[src/rtl/brs_pkg.sv]
package brs_pkg;

   localparam int RB_CORE = 0;
   localparam int RB_HOST = 1;
   localparam int RB_FIFO = 2;
   localparam int RST_W   = 3;

   localparam int IE_SVC    = 0;
   localparam int IE_BUSERR = 1;
   localparam int IE_W      = 2;

   typedef enum logic [3:0] {
      ST_IDLE,
      ST_EN_SET,
      ST_EN_WAIT,
      ST_IN_SET,
      ST_IN_CLR,
      ST_IN_WAIT,
      ST_IN_REL_CORE,
      ST_IN_REL_HOST,
      ST_IN_REL_FIFO,
      ST_IN_IRQ,
      ST_IN_THR,
      ST_CL_ZERO,
      ST_FINISH
   } seq_state_t;

   typedef enum logic [2:0] {
      OP_NONE,
      OP_SET_CORE,
      OP_CLR_ALL,
      OP_REL_HOST,
      OP_REL_FIFO,
      OP_IRQ,
      OP_THR,
      OP_ZERO
   } reg_op_t;

endpackage

[src/rtl/brs_wait_timer.sv]
module brs_wait_timer #(
   parameter int TICKS_PER_UNIT = 4,
   parameter int WAIT_UNITS     = 100
) (
   input  logic clk,
   input  logic rst_n,
   input  logic run,
   output logic expire
);
   localparam int UW = (WAIT_UNITS > 1) ? $clog2(WAIT_UNITS) : 1;
   localparam int PW = (TICKS_PER_UNIT > 1) ? $clog2(TICKS_PER_UNIT) : 1;
   localparam logic [UW-1:0] U_LAST = UW'(WAIT_UNITS - 1);
   localparam logic [PW-1:0] P_LAST = PW'(TICKS_PER_UNIT - 1);

   logic [UW-1:0] ucnt;
   logic          unit_last;

   assign unit_last = (ucnt == U_LAST);

   generate
      if (TICKS_PER_UNIT == 1) begin : g_direct
         always_ff @(posedge clk or negedge rst_n) begin
            if (!rst_n)          ucnt <= '0;
            else if (!run)       ucnt <= '0;
            else if (unit_last)  ucnt <= '0;
            else                 ucnt <= ucnt + 1'b1;
         end
         assign expire = run & unit_last;
      end else begin : g_prescaled
         logic [PW-1:0] pcnt;
         logic          tick_last;
         assign tick_last = (pcnt == P_LAST);
         always_ff @(posedge clk or negedge rst_n) begin
            if (!rst_n) begin
               pcnt <= '0;
               ucnt <= '0;
            end else if (!run) begin
               pcnt <= '0;
               ucnt <= '0;
            end else if (tick_last) begin
               pcnt <= '0;
               ucnt <= unit_last ? '0 : ucnt + 1'b1;
            end else begin
               pcnt <= pcnt + 1'b1;
            end
         end
         assign expire = run & tick_last & unit_last;
      end
   endgenerate

endmodule

[src/rtl/brs_ctrl_regs.sv]
module brs_ctrl_regs
   import brs_pkg::*;
#(
   parameter int THR_W   = 8,
   parameter int THR_VAL = 30
) (
   input  logic              clk,
   input  logic              rst_n,
   input  reg_op_t           op,
   output logic [RST_W-1:0]  rst_q,
   output logic [IE_W-1:0]   irq_q,
   output logic [THR_W-1:0]  thr_q
);
   localparam logic [IE_W-1:0] IRQ_ON =
      IE_W'((1 << IE_SVC) | (1 << IE_BUSERR));
   localparam logic [THR_W-1:0] THR_K = THR_W'(THR_VAL);

   always_ff @(posedge clk or negedge rst_n) begin
      if (!rst_n) begin
         rst_q <= '0;
         irq_q <= '0;
         thr_q <= '0;
      end else begin
         case (op)
            OP_SET_CORE: rst_q[RB_CORE] <= 1'b1;
            OP_CLR_ALL: begin
               rst_q[RB_CORE] <= 1'b0;
               rst_q[RB_HOST] <= 1'b0;
               rst_q[RB_FIFO] <= 1'b0;
            end
            OP_REL_HOST: rst_q[RB_HOST] <= 1'b1;
            OP_REL_FIFO: rst_q[RB_FIFO] <= 1'b1;
            OP_IRQ:      irq_q <= IRQ_ON;
            OP_THR:      thr_q <= THR_K;
            OP_ZERO:     rst_q <= '0;
            default: ;
         endcase
      end
   end

endmodule

[src/rtl/brs_seq_fsm.sv]
module brs_seq_fsm
   import brs_pkg::*;
(
   input  logic    clk,
   input  logic    rst_n,
   input  logic    cmd_enable,
   input  logic    cmd_init,
   input  logic    cmd_close,
   input  logic    expire,
   output reg_op_t op,
   output logic    run,
   output logic    busy,
   output logic    done
);
   seq_state_t st_q, st_d;

   always_ff @(posedge clk or negedge rst_n) begin
      if (!rst_n) st_q <= ST_IDLE;
      else        st_q <= st_d;
   end

   always_comb begin
      st_d = st_q;
      op   = OP_NONE;
      run  = 1'b0;
      case (st_q)
         ST_IDLE: begin
            if (cmd_close)       st_d = ST_CL_ZERO;
            else if (cmd_init)   st_d = ST_IN_SET;
            else if (cmd_enable) st_d = ST_EN_SET;
         end
         ST_EN_SET: begin
            op   = OP_SET_CORE;
            st_d = ST_EN_WAIT;
         end
         ST_EN_WAIT: begin
            run = 1'b1;
            if (expire) st_d = ST_FINISH;
         end
         ST_IN_SET: begin
            op   = OP_SET_CORE;
            st_d = ST_IN_CLR;
         end
         ST_IN_CLR: begin
            op   = OP_CLR_ALL;
            st_d = ST_IN_WAIT;
         end
         ST_IN_WAIT: begin
            run = 1'b1;
            if (expire) st_d = ST_IN_REL_CORE;
         end
         ST_IN_REL_CORE: begin
            op   = OP_SET_CORE;
            st_d = ST_IN_REL_HOST;
         end
         ST_IN_REL_HOST: begin
            op   = OP_REL_HOST;
            st_d = ST_IN_REL_FIFO;
         end
         ST_IN_REL_FIFO: begin
            op   = OP_REL_FIFO;
            st_d = ST_IN_IRQ;
         end
         ST_IN_IRQ: begin
            op   = OP_IRQ;
            st_d = ST_IN_THR;
         end
         ST_IN_THR: begin
            op   = OP_THR;
            st_d = ST_FINISH;
         end
         ST_CL_ZERO: begin
            op   = OP_ZERO;
            st_d = ST_FINISH;
         end
         ST_FINISH: st_d = ST_IDLE;
         default:   st_d = ST_IDLE;
      endcase
   end

   assign busy = (st_q != ST_IDLE);
   assign done = (st_q == ST_FINISH);

endmodule

[src/rtl/adapter_bringup_seq.sv]
module adapter_bringup_seq #(
   parameter int TICKS_PER_UNIT = 4,
   parameter int WAIT_UNITS     = 100,
   parameter int THR_W          = 8,
   parameter int THR_VAL        = 30
) (
   input  logic             clk,
   input  logic             rst_n,
   input  logic             cmd_enable,
   input  logic             cmd_init,
   input  logic             cmd_close,
   output logic             busy,
   output logic             done,
   output logic [2:0]       rst_reg,
   output logic [1:0]       irq_en,
   output logic [THR_W-1:0] fifo_thr
);
   import brs_pkg::*;

   generate
      if (TICKS_PER_UNIT < 1) begin : g_bad_ticks
         $error("TICKS_PER_UNIT must be at least 1");
      end
      if (WAIT_UNITS < 1) begin : g_bad_units
         $error("WAIT_UNITS must be at least 1");
      end
      if (THR_W < 1 || THR_VAL < 0 || THR_VAL >= (1 << THR_W)) begin : g_bad_thr
         $error("THR_VAL must fit in THR_W bits");
      end
   endgenerate

   reg_op_t op;
   logic    run;
   logic    expire;

   brs_seq_fsm u_fsm (
      .clk        (clk),
      .rst_n      (rst_n),
      .cmd_enable (cmd_enable),
      .cmd_init   (cmd_init),
      .cmd_close  (cmd_close),
      .expire     (expire),
      .op         (op),
      .run        (run),
      .busy       (busy),
      .done       (done)
   );

   brs_wait_timer #(
      .TICKS_PER_UNIT (TICKS_PER_UNIT),
      .WAIT_UNITS     (WAIT_UNITS)
   ) u_timer (
      .clk    (clk),
      .rst_n  (rst_n),
      .run    (run),
      .expire (expire)
   );

   brs_ctrl_regs #(
      .THR_W   (THR_W),
      .THR_VAL (THR_VAL)
   ) u_regs (
      .clk   (clk),
      .rst_n (rst_n),
      .op    (op),
      .rst_q (rst_reg),
      .irq_q (irq_en),
      .thr_q (fifo_thr)
   );

endmodule

[config.mk]
export PLATFORM = sky130hd
export DESIGN_NAME = adapter_bringup_seq
export DESIGN_NICKNAME = d
export VERILOG_FILES = /design/src/rtl/brs_pkg.sv /design/src/rtl/brs_wait_timer.sv /design/src/rtl/brs_ctrl_regs.sv /design/src/rtl/brs_seq_fsm.sv /design/src/rtl/adapter_bringup_seq.sv
export SDC_FILE = /design/constraint.sdc
export NUM_CORES = 1
export LEC_CHECK = 0
export BUFFER_PORTS_ARGS = -buffer_cell sky130_fd_sc_hd__buf_2
export CORE_UTILIZATION = 49
export CTS_CLUSTER_DIAMETER = 100
export DETAILED_ROUTE_END_ITERATION = 10
export PLACE_DENSITY = 0.82
export SETUP_SLACK_MARGIN = 0.02
export SYNTH_ARGS = -nofsm -noshare
export SYNTH_HDL_FRONTEND = slang
export SYNTH_SLANG_ARGS = --single-unit
[constraint.sdc]
create_clock -name clk -period 2.2 [get_ports clk]
set_input_delay 0.44 -clock clk [delete_from_list [all_inputs] [get_ports clk]]
set_output_delay 0.44 -clock clk [all_outputs]
set_load 0.01 [all_outputs]
* Word-level counts from Yosys, hierarchy flattened
Cells that the tools add are included.
Cells by class: equality and inequality tests 25, bitwise gates (word level) 2, reduce and logical (&&, ||, !) cells 10, mux-type cells 16, add/sub/neg operators 2
Operators by type and width (count):
- $pmux W4 S11 | 1
- $mux W7 | 3
- $pmux W3 S7 | 1
- $eq A4 B4 Y1 const B | 5
- $mux W4 | 5
- $eq A4 B3 Y1 const B | 4
- $eq A3 B3 Y1 const B | 4
- $eq A4 B2 Y1 const B | 2
- $add A7 B1 Y7 const B | 1
- $eq A7 B7 Y1 const B | 1
- $eq A3 B2 Y1 const B | 2
- $ne A2 B2 Y1 const B | 3
- $pmux W1 S2 | 3
- $reduce_bool A2 Y1 | 3
- $reduce_or A2 Y1 | 3
- $eq A4 B1 Y1 const B | 1
- $logic_not A4 Y1 | 1
- $mux W2 | 2
- $ne A4 B4 Y1 const B | 1
- $reduce_bool A4 Y1 | 1
- $eq A3 B1 Y1 const B | 1
- $reduce_and A3 Y1 | 1
- $reduce_or A3 Y1 | 1
- $add A2 B1 Y2 const B | 1
- other kinds (3) | 4
Word-level totals: output and inout bits 15, bits of input ports 5, register bits 18, word-level logic and storage cells 63

* Depth between registers and ports, before layout
Gate-level depths: netlist of the first run.
word-level depth 7, gate-level depth with buffers 6

* Cells and area by module
A second synthesis of the first run with hierarchy kept.
Second synthesis, totals: cells, all modules 120, area total of the unflattened synthesis 1091.0 um^2
Modules (own cells, without submodules):
- brs_wait_timer | cells an instance 48, area an instance 478.0 um^2, times used 1
- brs_seq_fsm | cells an instance 46, area an instance 342.8 um^2, times used 1
- brs_ctrl_regs | cells an instance 26, area an instance 270.3 um^2, times used 1

* Worst setup path before layout of the first run
No wires, ideal clock.
path type reg-to-reg, start point register u_fsm.st_q[2], end point register u_fsm.st_q[0], slack 0.452 ns, stages on the path, launching flop included 5, required time 2.121 ns, arrival 1.668 ns, path buffers 0, period minus slack after synthesis 1.748 ns, cells stage by stage dfrtp_1 or4_4 or4_1 o21ai_2 mux2i_1
On the way: word-level cells in the longest chain between the ends 7
RTL lines:
- start: declaration | line brs_seq_fsm.sv:15 | seq_state_t st_q, st_d;
- start signal: assignment | line brs_seq_fsm.sv:19 | else st_q <= st_d;
- $eq A4 B2 Y1 / $eq A4 B3 Y1 (equally long branches) | line brs_seq_fsm.sv:26 | case (st_q)
- $reduce_or A2 Y1 (no source line)
- $mux W1 | line brs_seq_fsm.sv:26
- $and A1 B1 Y1 (2 in a row) | line brs_wait_timer.sv:47 | assign expire = run & tick_last & unit_last;
- $ne A2 B2 Y1 (no source line)
- $reduce_and A3 Y1 (no source line)
Several ways; a longest one is shown, not always the timed one. A chain may end at the register's enable or synchronous reset.

* Worst setup path in the final report of the first run
start point register u_fsm.st_q[1], end point register u_fsm.st_q[0]
The elaborated chain is that of the path after synthesis.

==> results.md, run 1 <==
- The via count of the first global-routing pass is 779.
- The final count of pins violating max slew is 0.
- The highest metal layer carrying signal wires in the routed design is met4.
- The TritonCTS clock tree is built.
- The required time of the critical path is between 2000 and 2500 ps.
- The kind of end point of the critical path is a register.
- The wire length per cell after detailed routing is approximately 12 um.
- The number of library cell types mapped by synthesis is 34.
- The net switching power of the design is approximately 110 uW.
- CTS saw 18 sinks.
- Counting I/O delays and the setup requirement, the final critical path takes ~1900 ps.
- The number of antenna diodes in the final layout is 0.
- In the finished design, the share of the clock period the worst path needs comes to 0.8556.
- Relative to the synthesized area, the layout overhead comes to 10.20%.
- The first global-routing pass estimated 3394 um of wire.
- The total detailed-routing wirelength is 1896 um.
- For this design the top-level I/O count stands at 20.
- The average instance in the mapped netlist occupies 8.790 sq um.
- In this run, synthesis produced a sequential element count of 18.
- Ranked by total cell area, the synthesized netlist is headed by sky130_fd_sc_hd__dfrtp_1 (43%), sky130_fd_sc_hd__a21oi_1 (5.7%), sky130_fd_sc_hd__buf_4 (5.7%).
- The flow ran to the end, and the final reports show no timing, DRC or antenna violations.
- The total of cells resized after clock tree synthesis is 0.
- Clock tree synthesis selected as its root buffer the cell sky130_fd_sc_hd__clkbuf_4.
- The setup TNS after final layout is 0 ps.
- Detailed routing placed a total of 896 um of wire on met2.
- The worst-case setup slack after placement is 327.7 ps.
- In the routed layout, each cell is associated on average with a via count of between 5 and 6.
- The most common cell after layout, fill and taps aside is sky130_fd_sc_hd__dfrtp_1.
- The number of remaining DRC errors is 0.
- The detailed-routed wire length on met3 is approximately 62 um.
- For this block, the initial DRC count from the detailed router was 13.
- The net total in the final layout is 141.
- The class of the tightest hold or removal check is in2async.
- The power density over the cells is ~470 mW/mm^2.
- The design draws ~550 uW.
- The number of core rows is 16.
- The fraction of power spent switching nets is 0.2048.
- The number of setup buffers added after CTS is 0.
- Entering global routing, the biggest net connects 19 pins.
- The number of antenna violations at the first check in global routing is 0.
- The residual antenna-violating net count after detailed routing is 0.
- The Yosys step of the flow raised 0 warnings.
- In this run the horizontal extent of the chip is 48.40 um.
- For the worst-skew pair, the clock arrives at the later sink with an insertion delay of ~280 ps.
- The number of hold violations in the final report is 0.
- The origin of the critical flop-to-flop path is u_fsm.st_q[1].
- The routability congestion estimate is 0.7897.
- The die is ~48 um tall.
- The cell count after synthesis is between 100 and 150.
- The share of total power dissipated in combinational logic is 0.027.
- The starting density of the core is 0.5269.
- For this block, wires on met1 add up to 922 um.
- The via count is 891.
- The combined area of all synthesized cells is about 0.0011 sq mm.
- The total routing resource utilization after global routing is 0.1850.
- The instance area at placement is ~0.0011 sq mm.
- The clock-pin slew on the worst setup and hold paths is around 100 ps.
- Internal power comes to between 400 and 500 uW.
- The share of total power dissipated in sequential elements is 0.605.
- The final cell count without fillers is 160.
- The depth of the CTS H-tree is 1.
- The final critical-path setup slack is 317.8 ps.
- The maximum clock path buffer count is 2.
- The final setup skew is roughly 1.1 ps.
- VDD sags by at most about 0.31 mV.
- The final global-route overflow total is 0.
- The detailed placement HPWL is 1374 um.
- The critical path in this run is classified as reg2reg.
- Counting cells, the worst reg-to-reg path comes to 5.
- The worst setup path is launched from a register.
- The leakage power summed over all cells is about 0.00053 uW.
- The floorplan step defined a core boundary enclosing between 0.002 and 0.0025 sq mm.
- Setup repair after global routing left no endpoint under its margin.
- In the layout the commonest cells are sky130_fd_sc_hd__dfrtp_1 (18), sky130_fd_sc_hd__buf_2 (15), sky130_fd_sc_hd__nor2_1 (14).
- Buffers inserted to repair hold after CTS numbered 0.
- The overall die area is 0.002342 sq mm.
- The proportion of synthesized chip area in sequential cells is 0.4270.
- Buffers inserted during clock tree synthesis total 3.
- The number of cells after detailed placement is between 150 and 200.
- The length of the first detailed-routing pass in iterations is 4.
- The slack of the worst reg-to-reg path is between 300 and 400 ps.
- STA puts the critical path data arrival time at about 2100 ps.
- The largest driver fanout on the critical path is 10.
- The proportion of netlist area held by the largest area contributor is 0.4270.
- The cell accounting for the most synthesized area is sky130_fd_sc_hd__dfrtp_1.
- The share of total power dissipated in the clock network is 0.369.
- The endpoint identified for the worst register-to-register timing path is u_fsm.st_q[0].
- In this run the tool buffered the top-level ports with 15 buffer cells.
- Setup violations remaining at the end of the flow were counted as 0.
- In the final layout, the share of cells above drive strength 1 is 0.1955.
- The relative slew slack is 0.4535.
- The reported max-cap violation count is 0.
- For the pin with the worst max-slew slack, the measured transition is between 800 and 900 ps.
- Derived from the worst setup path, the maximum achievable clock frequency is between 500 and 600 MHz.
- The summed area of non-filler cells in the final layout is 0.001162 sq mm.
## power groups by stage
stage               combinational (uW)  sequential, uW  clock, uW
floorplan                         9.64             337          0
detailed placement                15.1             337          0
CTS                               15.3             331        211
global placement                  14.6             337          0
finish                            14.6             331        202
global route                      17.4             331        226
## per-stage QoR
stage                     hold slack, ps    util
after floorplan                    144.4       -
after global placement             388.4  0.5625
after detailed placement           393.8  0.5625
after CTS                          70.65  0.5806
after global routing               75.29  0.5806
final                              61.25  0.5806
## worst max-delay path, cell delays in order, from the launching register on
cell	delay, ps
sky130_fd_sc_hd__dfrtp_1	450
sky130_fd_sc_hd__buf_4	180
sky130_fd_sc_hd__nor2b_1	150
sky130_fd_sc_hd__a21oi_1	660
sky130_fd_sc_hd__o21ai_2	170
sky130_fd_sc_hd__mux2i_1	150
## cells in the mapped netlist
cell                        instances
sky130_fd_sc_hd__dfrtp_1           18
sky130_fd_sc_hd__nor2_1            14
sky130_fd_sc_hd__a21oi_1           12
sky130_fd_sc_hd__buf_4              8
sky130_fd_sc_hd__nor3_1             7
sky130_fd_sc_hd__nand2_1            6
sky130_fd_sc_hd__clkbuf_1           5
sky130_fd_sc_hd__o21ai_0            5
sky130_fd_sc_hd__and3_1             4
sky130_fd_sc_hd__inv_1              4
sky130_fd_sc_hd__nand4_1            4
sky130_fd_sc_hd__mux2i_1            3
sky130_fd_sc_hd__nand3_1            3
sky130_fd_sc_hd__nor2b_1            3
sky130_fd_sc_hd__a21boi_0           2
sky130_fd_sc_hd__a32oi_1            2
sky130_fd_sc_hd__ha_1               2
sky130_fd_sc_hd__o21bai_1           2
sky130_fd_sc_hd__a211oi_1           1
sky130_fd_sc_hd__a21o_1             1
sky130_fd_sc_hd__a221oi_1           1
sky130_fd_sc_hd__a2bb2oi_1          1
sky130_fd_sc_hd__and4bb_2           1
sky130_fd_sc_hd__conb_1             1
sky130_fd_sc_hd__nand2b_1           1
sky130_fd_sc_hd__nand3b_1           1
sky130_fd_sc_hd__nor4bb_1           1
sky130_fd_sc_hd__o21a_1             1
sky130_fd_sc_hd__o21ai_2            1
sky130_fd_sc_hd__o22ai_1            1
sky130_fd_sc_hd__o2bb2ai_1          1
sky130_fd_sc_hd__or3_1              1
sky130_fd_sc_hd__or4_1              1
sky130_fd_sc_hd__or4_4              1
## routing by layer
metal | global-route usage | up-vias
met5 | 0 | -
met4 | 0.07843 | 0
met3 | 0.03145 | 2
met2 | 0.2864 | 20
met1 | 0.2566 | 420
li1 | - | 449
## how the worst max path moves through the flow
stage	depth (start not counted)	start	to
floorplan	4	u_fsm.st_q[2]	u_fsm.st_q[0]
global placement	5	u_fsm.st_q[1]	u_fsm.st_q[0]
detailed placement	5	u_fsm.st_q[1]	u_fsm.st_q[0]
CTS	2	u_fsm.st_q[0]	busy
global route	5	u_fsm.st_q[1]	u_fsm.st_q[0]
finish	5	u_fsm.st_q[1]	u_fsm.st_q[0]
## sequential cells by signal (all words and copies together), names as in the netlist
signal                    count
u_timer.ucnt                  7
u_fsm.st_q                    4
u_regs.rst_q                  3
u_timer.g_prescaled.pcnt      2
u_regs.irq_q                  1
u_regs.thr_q                  1
## cells by family (layout without fill, tap and decap cells)
logic type | count (synthesis) | in the layout | synth area share
buffers and inverters | 17 | 27 | 0.08897
AND/OR/NAND/NOR | 48 | 48 | 0.2420
AO/OA/AOI/OAI | 31 | 31 | 0.1863
adder cells (fa/ha/maj) | 2 | 2 | 0.02372
flip-flops | 18 | 18 | 0.4270
other | 1 | 4 | 0.003555
multiplexers | 3 | 3 | 0.02847
## final cells by class
class                   count  area, sq um
clock buffers               4        36.28
fillers                   178        839.6
inverters                   4        15.01
multi-input cells          88        521.8
flip-flops and latches     18        450.4
well taps                  27        33.78
repair buffers             19        105.1
No activity file was read; power rests on OpenSTA's default activity.
==> inputs of run 2 (changes only) <==
--- a/config.mk
+++ b/config.mk
@@ -6,11 +6,12 @@
 export NUM_CORES = 1
 export LEC_CHECK = 0
 export BUFFER_PORTS_ARGS = -buffer_cell sky130_fd_sc_hd__buf_2
-export CORE_UTILIZATION = 49
+export CORE_UTILIZATION = 54
 export CTS_CLUSTER_DIAMETER = 100
 export DETAILED_ROUTE_END_ITERATION = 10
-export PLACE_DENSITY = 0.82
+export PLACE_DENSITY = 0.88
 export SETUP_SLACK_MARGIN = 0.02
 export SYNTH_ARGS = -nofsm -noshare
 export SYNTH_HDL_FRONTEND = slang
+export SYNTH_HIERARCHICAL = 1
 export SYNTH_SLANG_ARGS = --single-unit
==> results.md, run 2 <==
- The global-route wire length before repair is roughly 3100 um.
- The class of the tightest hold or removal check is in2async.
- Along the worst path, the maximum fanout reaches 13.
- The number of buffers added to fix hold violations after cts is 0.
- The final critical-path setup slack is about 250 ps.
- For this run, the leading register cell type out of synthesis is sky130_fd_sc_hd__dfrtp_1.
- The total routing resource utilization after global routing is 0.2024.
- The relative contribution of the clock network to total power is 0.369.
- sky130_fd_sc_hd__dfrtp_1 is the most common cell in the netlist.
- In this run, distinct cell masters in the synthesized netlist total between 40 and 50.
- The flow ran to the end, and the final reports show no timing, DRC or antenna violations.
- The power density over the cells is approximately 470 mW/mm^2.
- The die covers approximately 0.0022 sq mm.
- The worst setup path is launched from a register.
- The detailed placement HPWL is around 1500 um.
- The via count is slightly below 900.
- The share of synthesized area in the top cell type comes to 0.4128.
- After layout, the design draws a total of 547.7 uW.
- Counting flops with a built-in enable in the synthesized netlist gives 0.
- The number of placed I/O pins is 20.
- In this run the critical register-to-register path is launched from u_fsm/st_q[1].
- Data on the critical path arrives at its endpoint at about 2100 ps.
- For this run, the number of Yosys warnings is 6.
- The floorplan die width is between 40 and 50 um.
- The final-report setup violation count is 0.
- The largest voltage drop on the vdd net is roughly 0.32 mV.
- The total of flip-flops plus latches after synthesis is 18.
- The TritonCTS clock tree is built.
- The register with the most flip-flops in the layout has 7 of them.
- The number of CTS-inserted buffers is 3.
- The kind of end point of the critical path is a register.
- In the final routed layout, each cell accounts on average for around 13 um.
- Setup repair after global routing left no endpoint under its margin.
- The number of remaining DRC errors is 0.
- Compared with the post-synthesis result, the final layout area differs by 7.225%.
- The ratio of final minimum period to clock period is 0.8865.
- The clock-pin slew on the worst setup and hold paths is 110 ps.
- The number of antenna diodes is 0.
- The combined area of all synthesized cells is about 0.0011 sq mm.
- The top cell types in the final layout, fill and taps aside, are sky130_fd_sc_hd__dfrtp_1 (18), sky130_fd_sc_hd__buf_2 (15), sky130_fd_sc_hd__nand2_1 (13).
- The total clock sinks is 18.
- The most common cell after layout, fill and taps aside is sky130_fd_sc_hd__dfrtp_1.
- In the final layout, the share of cells above drive strength 1 is 0.2385.
- Of the total power, the share spent switching nets is 0.2052.
- The cell count after synthesis is 120.
- The most critical setup path has its startpoint at u_fsm/st_q[1].
- The leakage power summed over all cells is 0.0005910 uW.
- Before antenna repair, the detailed router went through 4 iterations.
- The number of antenna violations at the first check in global routing is 0.
- The tool flagged a number of max-cap violations equal to 0.
- In this run the deepest clock path goes through 2 buffers.
- The relative contribution of combinational cells to total power is 0.027.
- A synthesized cell averages around 9 sq um.
- The depth of the CTS H-tree is 1.
- The sequential share of power is 0.604.
- For this configuration, the core starts out at a cell density of 0.6056.
- Buffers placed on the I/O ports in this run total 15.
- The share of synthesized flip-flops with an asynchronous set or reset is 1.000.
- The net total in the final layout is 138.
- Dividing the detail-routed via count by the number of cells gives ~5.6.
- In the final layout, the registers with the most flip-flops are u_timer/ucnt x7, u_fsm/st_q x4, u_regs/rst_q x3.
- The final count of pins violating max slew is 0.
- The required time of the critical path is 2360 ps.
- Entering global routing, the biggest net connects 19 pins.
- For this block, the initial DRC count from the detailed router was 28.
- The later pin in the worst-skew pair is clocked with a latency of a little under 300 ps.
- The path type of the worst setup path is reg2reg.
- The number of hold violations in the final report is 0.
- The smallest clock period supported by the final layout is computed as 1950 ps.
- The total detailed-routing wirelength is 1984 um.
- The net switching power of the design is around 110 uW.
- After synthesis, the cell types taking the most area are sky130_fd_sc_hd__dfrtp_1 (41%), sky130_fd_sc_hd__buf_4 (6.2%), sky130_fd_sc_hd__nand2_1 (4.5%).
- For the final database, setup skew stands at a little under 10 ps.
- The setup fix buffers added after clock tree synthesis is 0.
- Measured on the finished design, the core utilization comes to 0.6493.
- For this run, the register share of the synthesized area comes to 0.4128.
- Sorting the synthesized cells by how often they occur yields sky130_fd_sc_hd__dfrtp_1 (18), sky130_fd_sc_hd__nand2_1 (13), sky130_fd_sc_hd__nor2_1 (10).
- Timing analysis after detailed placement gives a worst setup slack of between 150 and 200 ps.
- The congestion estimate from routability-driven global placement came to around 0.85.
- The register with the highest flop count is u_timer/ucnt.
- The placeable core region is 0.001802 sq mm.
- The number of cells on the worst reg-to-reg path is 8.
- The internal power summed over all cells is about 440 uW.
- The via count of the first global-routing pass came to 728.
- The floorplan die height is between 40 and 50 um.
- The total overflow left after global routing is 0.
- The cell accounting for the most synthesized area is sky130_fd_sc_hd__dfrtp_1.
- The setup TNS after final layout is 0 ps.
- The highest achievable clock rate is slightly above 500 MHz.
- The number of core rows is 15.
- Clock tree synthesis selected as its root buffer the cell sky130_fd_sc_hd__clkbuf_4.
- The residual antenna-violating net count after detailed routing is 0.
run 2: changes by cell type in the layout (fill, tap and decap cells not counted), sizes merged, moves of 3 or more:
cell	previous run	this run
a21oi	12	4
nand2	6	13
nor3	7	2
and3	4	0
buf	19	16
nand2b	1	4
nor2	14	11
o21ai	6	9
run 2: cells by family (layout without fill, tap and decap cells):
logic type | after synthesis | after routing | synth area share
simple gates | 46 | 46 | 0.2156
compound gates | 32 | 32 | 0.2225
flops | 18 | 18 | 0.4128
buf+inv | 18 | 25 | 0.09747
fa+ha+maj | 2 | 2 | 0.02293
xor+xnor | 2 | 2 | 0.01606
other cells | 1 | 4 | 0.003437
mux | 1 | 1 | 0.009175
run 2: cell type report:
cell class	count	area, sq um
flip-flops and latches	18	450.4
clock buffers	4	36.28
multi-input cells	87	550.5
inverters	5	18.77
well taps	25	31.28
fillers	160	631.9
repair buffers	16	82.58
run 2: worst paths after layout:
check                                               to  slack (ps)
min reg2reg                u_timer/g_prescaled.pcnt[0]         460
min in group clk           u_timer/g_prescaled.pcnt[0]         460
max in group asynchronous                u_fsm/st_q[0]        1870
max reg2reg                              u_fsm/st_q[0]         250
min                                      u_fsm/st_q[1]          50
max                                      u_fsm/st_q[0]         250
run 2: layer usage:
metal  track usage  vias up  part of all wire
met4       0.09143        0            0.0066
met1        0.2585      411              0.44
met3       0.04615        2             0.048
li1              -      427                 -
met5             0        -                 0
met2        0.3278       33              0.51
run 2: power by group through the flow:
stage,clock network [uW],registers [uW],logic [uW]
global placement,0,337,15.5
CTS,207,331,15.6
finish,202,331,15.0
detailed placement,0,337,15.5
floorplan,0,337,10.6
global route,221,331,17.7
run 2: per-stage QoR:
| step | std cells | area [sq um] | hold slack [ps] |
|---|---|---|---|
| final | 155 | 1170 | 48.35 |
| after detailed placement | 151 | 1129 | 386.6 |
| after global routing | 155 | 1170 | 71.31 |
| after floorplan | 123 | 1102 | 144.4 |
| after global placement | 151 | 1129 | 389.3 |
| after CTS | 155 | 1165 | 59.42 |
run 2: repair_timing:
action                                 4_1_cts  5_1_grt
gates resized for setup                      0        1
endpoints found under the hold margin        0        0
setup endpoints to repair                    0        4
run 2: worst max-delay path, cell delays in order (launching register included):
cell,delay [ps]
sky130_fd_sc_hd__dfrtp_1,580
sky130_fd_sc_hd__nand2b_1,160
sky130_fd_sc_hd__o21a_1,230
sky130_fd_sc_hd__nor2_1,220
sky130_fd_sc_hd__nand2_1,100
sky130_fd_sc_hd__nor3_2,250
sky130_fd_sc_hd__o21ai_0,120
sky130_fd_sc_hd__nand2_1,80
sky130_fd_sc_hd__o41ai_1,70
